<file path="src/rtl/bsq_pkg.sv">
package bsq_pkg;
  typedef enum logic [2:0] {
    OP_REV  = 3'd0,
    OP_POP  = 3'd1,
    OP_LSB  = 3'd2,
    OP_UMSB = 3'd3,
    OP_SMSB = 3'd4
  } bsq_op_e;

  function automatic logic op_legal(input logic [2:0] code);
    return code <= 3'd4;
  endfunction
endpackage

</file>
<file path="src/rtl/bsq_reverse.sv">
// Reversal as log2(DW) swap stages; stage s exchanges neighbouring 2**s-bit blocks.
// DW must be a power of two.
module bsq_reverse #(
  parameter int DW = 32
) (
  input  logic [DW-1:0] a,
  output logic [DW-1:0] y
);
  localparam int ST = $clog2(DW);

  always_comb begin
    logic [DW-1:0] cur;
    logic [DW-1:0] nxt;
    cur = a;
    for (int s = 0; s < ST; s++) begin
      for (int b = 0; b < DW; b++) begin
        nxt[b] = cur[b ^ (1 << s)];
      end
      cur = nxt;
    end
    y = cur;
  end
endmodule

</file>
<file path="src/rtl/bsq_popcount.sv">
module bsq_popcount #(
  parameter int DW = 32,
  localparam int CW = $clog2(DW + 1)
) (
  input  logic [DW-1:0] a,
  output logic [CW-1:0] cnt
);
  always_comb begin
    cnt = '0;
    for (int i = 0; i < DW; i++) begin
      cnt = cnt + {{(CW-1){1'b0}}, a[i]};
    end
  end
endmodule

</file>
<file path="src/rtl/bsq_scan.sv">
// Priority scan: from_top=1 finds the highest 1, otherwise the lowest.
module bsq_scan #(
  parameter int DW = 32,
  localparam int IW = $clog2(DW)
) (
  input  logic [DW-1:0] a,
  input  logic          from_top,
  output logic          hit,
  output logic [IW-1:0] idx
);
  logic [IW-1:0] lo_idx, hi_idx;

  always_comb begin
    lo_idx = '0;
    for (int i = DW - 1; i >= 0; i--) begin
      if (a[i]) lo_idx = i[IW-1:0];
    end
  end

  always_comb begin
    hi_idx = '0;
    for (int i = 0; i < DW; i++) begin
      if (a[i]) hi_idx = i[IW-1:0];
    end
  end

  assign hit = |a;
  assign idx = from_top ? hi_idx : lo_idx;
endmodule

</file>
<file path="src/rtl/bsq_lane.sv">
module bsq_lane
  import bsq_pkg::*;
#(
  parameter int DW = 32
) (
  input  logic [2:0]    op,
  input  logic [DW-1:0] src,
  output logic [DW-1:0] res
);
  localparam int CW = $clog2(DW + 1);
  localparam int IW = $clog2(DW);

  logic [DW-1:0] rev_y;
  logic [CW-1:0] pop_y;
  logic [DW-1:0] scan_in;
  logic          scan_hit;
  logic [IW-1:0] scan_idx;
  logic          from_top;

  assign scan_in  = (op == OP_SMSB && src[DW-1]) ? ~src : src;
  assign from_top = (op != OP_LSB);

  bsq_reverse  #(.DW(DW)) u_rev  (.a(src), .y(rev_y));
  bsq_popcount #(.DW(DW)) u_pop  (.a(src), .cnt(pop_y));
  bsq_scan     #(.DW(DW)) u_scan (.a(scan_in), .from_top(from_top),
                                  .hit(scan_hit), .idx(scan_idx));

  always_comb begin
    case (op)
      OP_REV:  res = rev_y;
      OP_POP:  res = {{(DW-CW){1'b0}}, pop_y};
      OP_LSB, OP_UMSB, OP_SMSB:
               res = scan_hit ? {{(DW-IW){1'b0}}, scan_idx} : '1;
      default: res = '0;
    endcase
  end
endmodule

</file>
<file path="src/rtl/bitscan_quad.sv">
module bitscan_quad
  import bsq_pkg::*;
#(
  parameter int LANES = 4,
  parameter int DW    = 32
) (
  input  logic                clk,
  input  logic                rst,
  input  logic                start,
  input  logic [2:0]          op,
  input  logic [LANES-1:0]    wr_mask,
  input  logic [LANES*DW-1:0] src_flat,
  output logic [LANES*DW-1:0] res_flat,
  output logic                res_valid
);
  logic legal;
  assign legal = op_legal(op);

  for (genvar l = 0; l < LANES; l++) begin : g_lane
    logic [DW-1:0] comb_res;
    logic [DW-1:0] q;

    bsq_lane #(.DW(DW)) u_lane (
      .op (op),
      .src(src_flat[l*DW +: DW]),
      .res(comb_res)
    );

    always_ff @(posedge clk) begin
      if (rst)                              q <= '0;
      else if (start && legal && wr_mask[l]) q <= comb_res;
    end

    assign res_flat[l*DW +: DW] = q;
  end

  always_ff @(posedge clk) begin
    if (rst) res_valid <= 1'b0;
    else     res_valid <= start && legal;
  end
endmodule

</file>
<file path="config.mk">
export PLATFORM = sky130hd
export DESIGN_NAME = bitscan_quad
export DESIGN_NICKNAME = d
export VERILOG_FILES = /design/src/rtl/bsq_pkg.sv /design/src/rtl/bsq_reverse.sv /design/src/rtl/bsq_popcount.sv /design/src/rtl/bsq_scan.sv /design/src/rtl/bsq_lane.sv /design/src/rtl/bitscan_quad.sv
export SDC_FILE = /design/constraint.sdc
export NUM_CORES = 1
export LEC_CHECK = 0
export BUFFER_PORTS_ARGS = -buffer_cell sky130_fd_sc_hd__buf_4
export CAP_MARGIN = 5
export CORE_MARGIN = 4
export CORE_UTILIZATION = 64
export CTS_BUF_LIST = sky130_fd_sc_hd__clkbuf_4 sky130_fd_sc_hd__clkbuf_8 sky130_fd_sc_hd__clkbuf_16
export DETAILED_ROUTE_END_ITERATION = 8
export GPL_ROUTABILITY_DRIVEN = 0
export PLACE_DENSITY = 0.89
export SETUP_SLACK_MARGIN = 0.2
export SLEW_MARGIN = 40
export SYNTH_ARGS = -nofsm -noshare
export SYNTH_HDL_FRONTEND = slang
export SYNTH_HIERARCHICAL = 1
export SYNTH_SLANG_ARGS = --single-unit
</file>
<file path="constraint.sdc">
create_clock -name clk -period 14.2 [get_ports clk]
set_input_delay 2.13 -clock clk [delete_from_list [all_inputs] [get_ports clk]]
set_output_delay 2.13 -clock clk [all_outputs]
set_load 0.02 [all_outputs]
</file>
==> impl_results.md <==
- Setup TNS: 0 ns
- Via Count: between 10k and 15k
- Critical Path RT: 14.48 ns
- Critical Path End Type: flop
- Slew headroom: 44.00%
- Fill count: 1815
- Synthesized area per cell: 8.454 µm²
- First-pass GRT wire length: around 68000 µm
- Worst-path clk slew: roughly 0.07 ns
- Worst r2r path cells: 2
- EDFF count, synth: 0
- Largest family of logic cells by synthesized area: simple AND/OR/NAND/NOR gates
- Netlist cell types: 54
- Final nets: 2248
- HP Class: flop to flop
- Routed WL per cell: 18.12 µm
- Period utilization: between 40% and 50%
- Post-synthesis sequential area ratio: 16.01%
- Post-CTS Setup Bufs: 0
- Final setup vio count: 0
- Initial Util: 65.75%
- Rows: 57
- Async set-reset flop share out of synthesis: 0%
- Placed insts: around 2.3k
- Worst-path cell chain: buf_4 -> fa_1 -> inv_1 -> fa_1 -> inv_1 -> fa_1 -> inv_1 -> fa_1 -> fa_1 -> fa_1 -> fa_1 -> fa_1 -> nand2b_1 -> a21oi_2 -> xor2_1 -> a32oi_1 -> o21ai_0 -> nand2b_1 -> mux2i_1
- Port bufs: between 200 and 300
- Final worst slack: roughly 7.3 ns
- DRT iter0 DRCs: 1517
- CTS tree: built
- Mapped Area: 0.01613 mm²
- Leading area contributor after synthesis: dfxtp_1
- Simple-gate share of the synthesized area: 21.08%
- Synth top cells by count: 304 x nand2b_1, 224 x inv_1, 148 x mux2i_1
- Max Slew Vio Count: 0
- Reg2reg setup slack: approximately 14 ns
- Synth warn: 6
- Synthesis-to-layout area growth: 8.758%
- Worst Hold End: g_lane[2].q[23]
- Worst Path Arrival: approximately 7.1 ns
- Die H: 166.8 µm
- Max Clock Skew: 0 ns
- Most common cell in the netlist: nand2b_1
- Reg area: about 0.0026 mm²
- DP HPWL: 32210 µm
- Initial antenna violation count: 1
- Multi-input logic area: 0.01103 mm²
- Critical path type: primary input to flop
- DIE AREA: 0.02781 mm²
- Vias per cell: 5.834
- Syn Inst Count: approximately 1.9k
- Hold_buf cts: 0
- Compound-Gate Fraction of Synth Area: between 10% and 20%
- Top area cells in the synthesized netlist: dfxtp_1 16%, fa_1 12%, nand2b_1 12%, mux2i_1 9.2%, xor2_1 7.2%
- CTS Root Cell: clkbuf_16
- CP Launch Type: primary input
- Hold-critical path depth: 2
- Most frequent CP cell: fa_1
- Clock Latency Late Sink: 0.42 ns
- Worst Hold Launch: g_lane[2].q[23]
- Outcome: finished clean
- Maxcap violations: 0
- Share of post-route cells with drive strength above 1: between 10% and 20%
- Crit path largest cell delay: roughly 0.54 ns
- P_leak: 0.008547 µW
- Reg-to-reg critical path endpoint: g_lane[0].q[15]
- Slew @ Worst Pin: 0.8382 ns
- Post-CTS Resized: 0
- Seq cells post-synth: 129
- Final Hold Vio Count: 0
- I/O Pins: 267
- DR pass1 iterations: 5
- Longest Clk Path Bufs: 2
- Place WS: 6.974 ns
- Syn nets: 2174
- Peak supply drop: between 0.1 and 0.15 mV
- Vias in the first global route: 13.58k
- R2r startpoint: g_lane[0].q[15]
- Synth Area in XOR/XNOR: under 10%
- Period minus WS final: 6.854 ns
- DIE WIDTH: 166.8 µm
- Crit path max-delay cell type: fa_1
- Adder-Cell Fraction of Synth Area: 14.40%
- Clock sinks: 129
- Pin count of the biggest net entering global routing: 140
- H-Tree Depth: 4
- Pwr dens: 127.7 mW/mm²
- Area of the core: 0.02453 mm²
- Cell Count, Final, Fillers Out: 2320
- Routed wire length: ~42000 µm
- Tot GR Track Use: 29.36%
- Gr ovfl total: 0
- Mux cell area share after synthesis: 9.463%
- Synth top area share: between 15 and 20%
- Worst Path Max Fanout: 3
- Synth Flop Type: dfxtp_1
- Remaining DRCs: 0
- Num CTS Buffers: 17
- Max Clock Freq: 0.1459 GHz
- RSZ-0062 raised after global routing: false
- Routed Antenna Nets: 0
[layer usage]
metal  wire length (µm)  global-route usage, %
met5                  0                      0
met4               1314                  10.64
met3               3748                  6.897
met2              19830                  48.88
met1              17150                  37.42
[cells in the final DEF, fill, tap and decap left out, types with 12 or more instances in the layout]
master,instances
a32oi_1,20
nor4_1,24
a21boi_1,12
xor2_1,132
clkbuf_16,17
fa_1,96
nand2_1,21
inv_1,224
nand2b_1,304
a21o_1,108
buf_4,265
ha_1,32
o21a_1,12
nor2b_1,16
o31ai_1,20
dfxtp_1,129
mux2i_1,148
nor3_1,40
o21ai_0,40
o21bai_1,12
nor2_1,81
o211ai_1,24
a21oi_1,40
or3_1,16
[registers in the layout, summed over array words and instances (netlist names)]
register   cells
g_lane.q     128
res_valid      1
[critical path: cells and delay by family]
| kind | cells | cell delay (ns) |
|---|---|---|
| mux | 1 | 0.06 |
| buf+inv | 4 | 0.30 |
| compound gates | 3 | 0.48 |
| fa+ha+maj | 8 | 3.83 |
| xor+xnor | 1 | 0.07 |
| simple gates | 2 | 0.26 |
[logic make-up (layout without fill, tap and decap cells)]
logic type | count (synthesis) | count (layout)
AND/OR/NAND/NOR | 570 | 570
AO/OA/AOI/OAI | 353 | 353
buffers and inverters | 440 | 527
adder cells (fa/ha/maj) | 128 | 128
other | 0 | 1
multiplexers | 152 | 152
XOR/XNOR | 136 | 136
flip-flops | 129 | 129
[report_power, final]
part           switching (µW)  internal [µW]  total (µW)
clock                     189            264         452
sequential               4.74            370         375
combinational             798            616        1410
total                     991           1250        2240
[worst max-delay path by stage]
stage,start,endpoint,slack (ns),cells after the start
floorplan,src_flat[89],g_lane[2].q[4],7.40,18
global placement,src_flat[83],g_lane[2].q[4],7.10,19
detailed placement,src_flat[115],g_lane[3].q[4],6.97,19
CTS,src_flat[83],g_lane[2].q[4],7.38,19
global route,src_flat[115],g_lane[3].q[4],7.21,19
finish,src_flat[83],g_lane[2].q[4],7.35,19
[cell type report]
type / count / share of cell area [%]
Tap cell: 324 / 2.311
Multi-Input combinational cell: 1339 / 62.86
Timing Repair Buffer: 271 / 11.95
Inverter: 224 / 4.793
Clock inverter: 14 / 0.8844
Antenna cell: 1 / 0.01426
Clock buffer: 18 / 2.468
Sequential cell: 129 / 14.72
[metrics by stage]
step	hold WS (ns)	cell area (µm²)	util (%)	total power (µW)
after floorplan	0.5460	16130	-	1479
after global placement	0.4597	16820	68.58	1690
after detailed placement	0.4606	16950	69.08	1767
after CTS	0.4765	17540	71.48	2235
after global routing	0.4917	17540	71.50	2428
final	0.4730	17540	71.51	2240
Note: power is estimated with default switching activity, not from simulation.
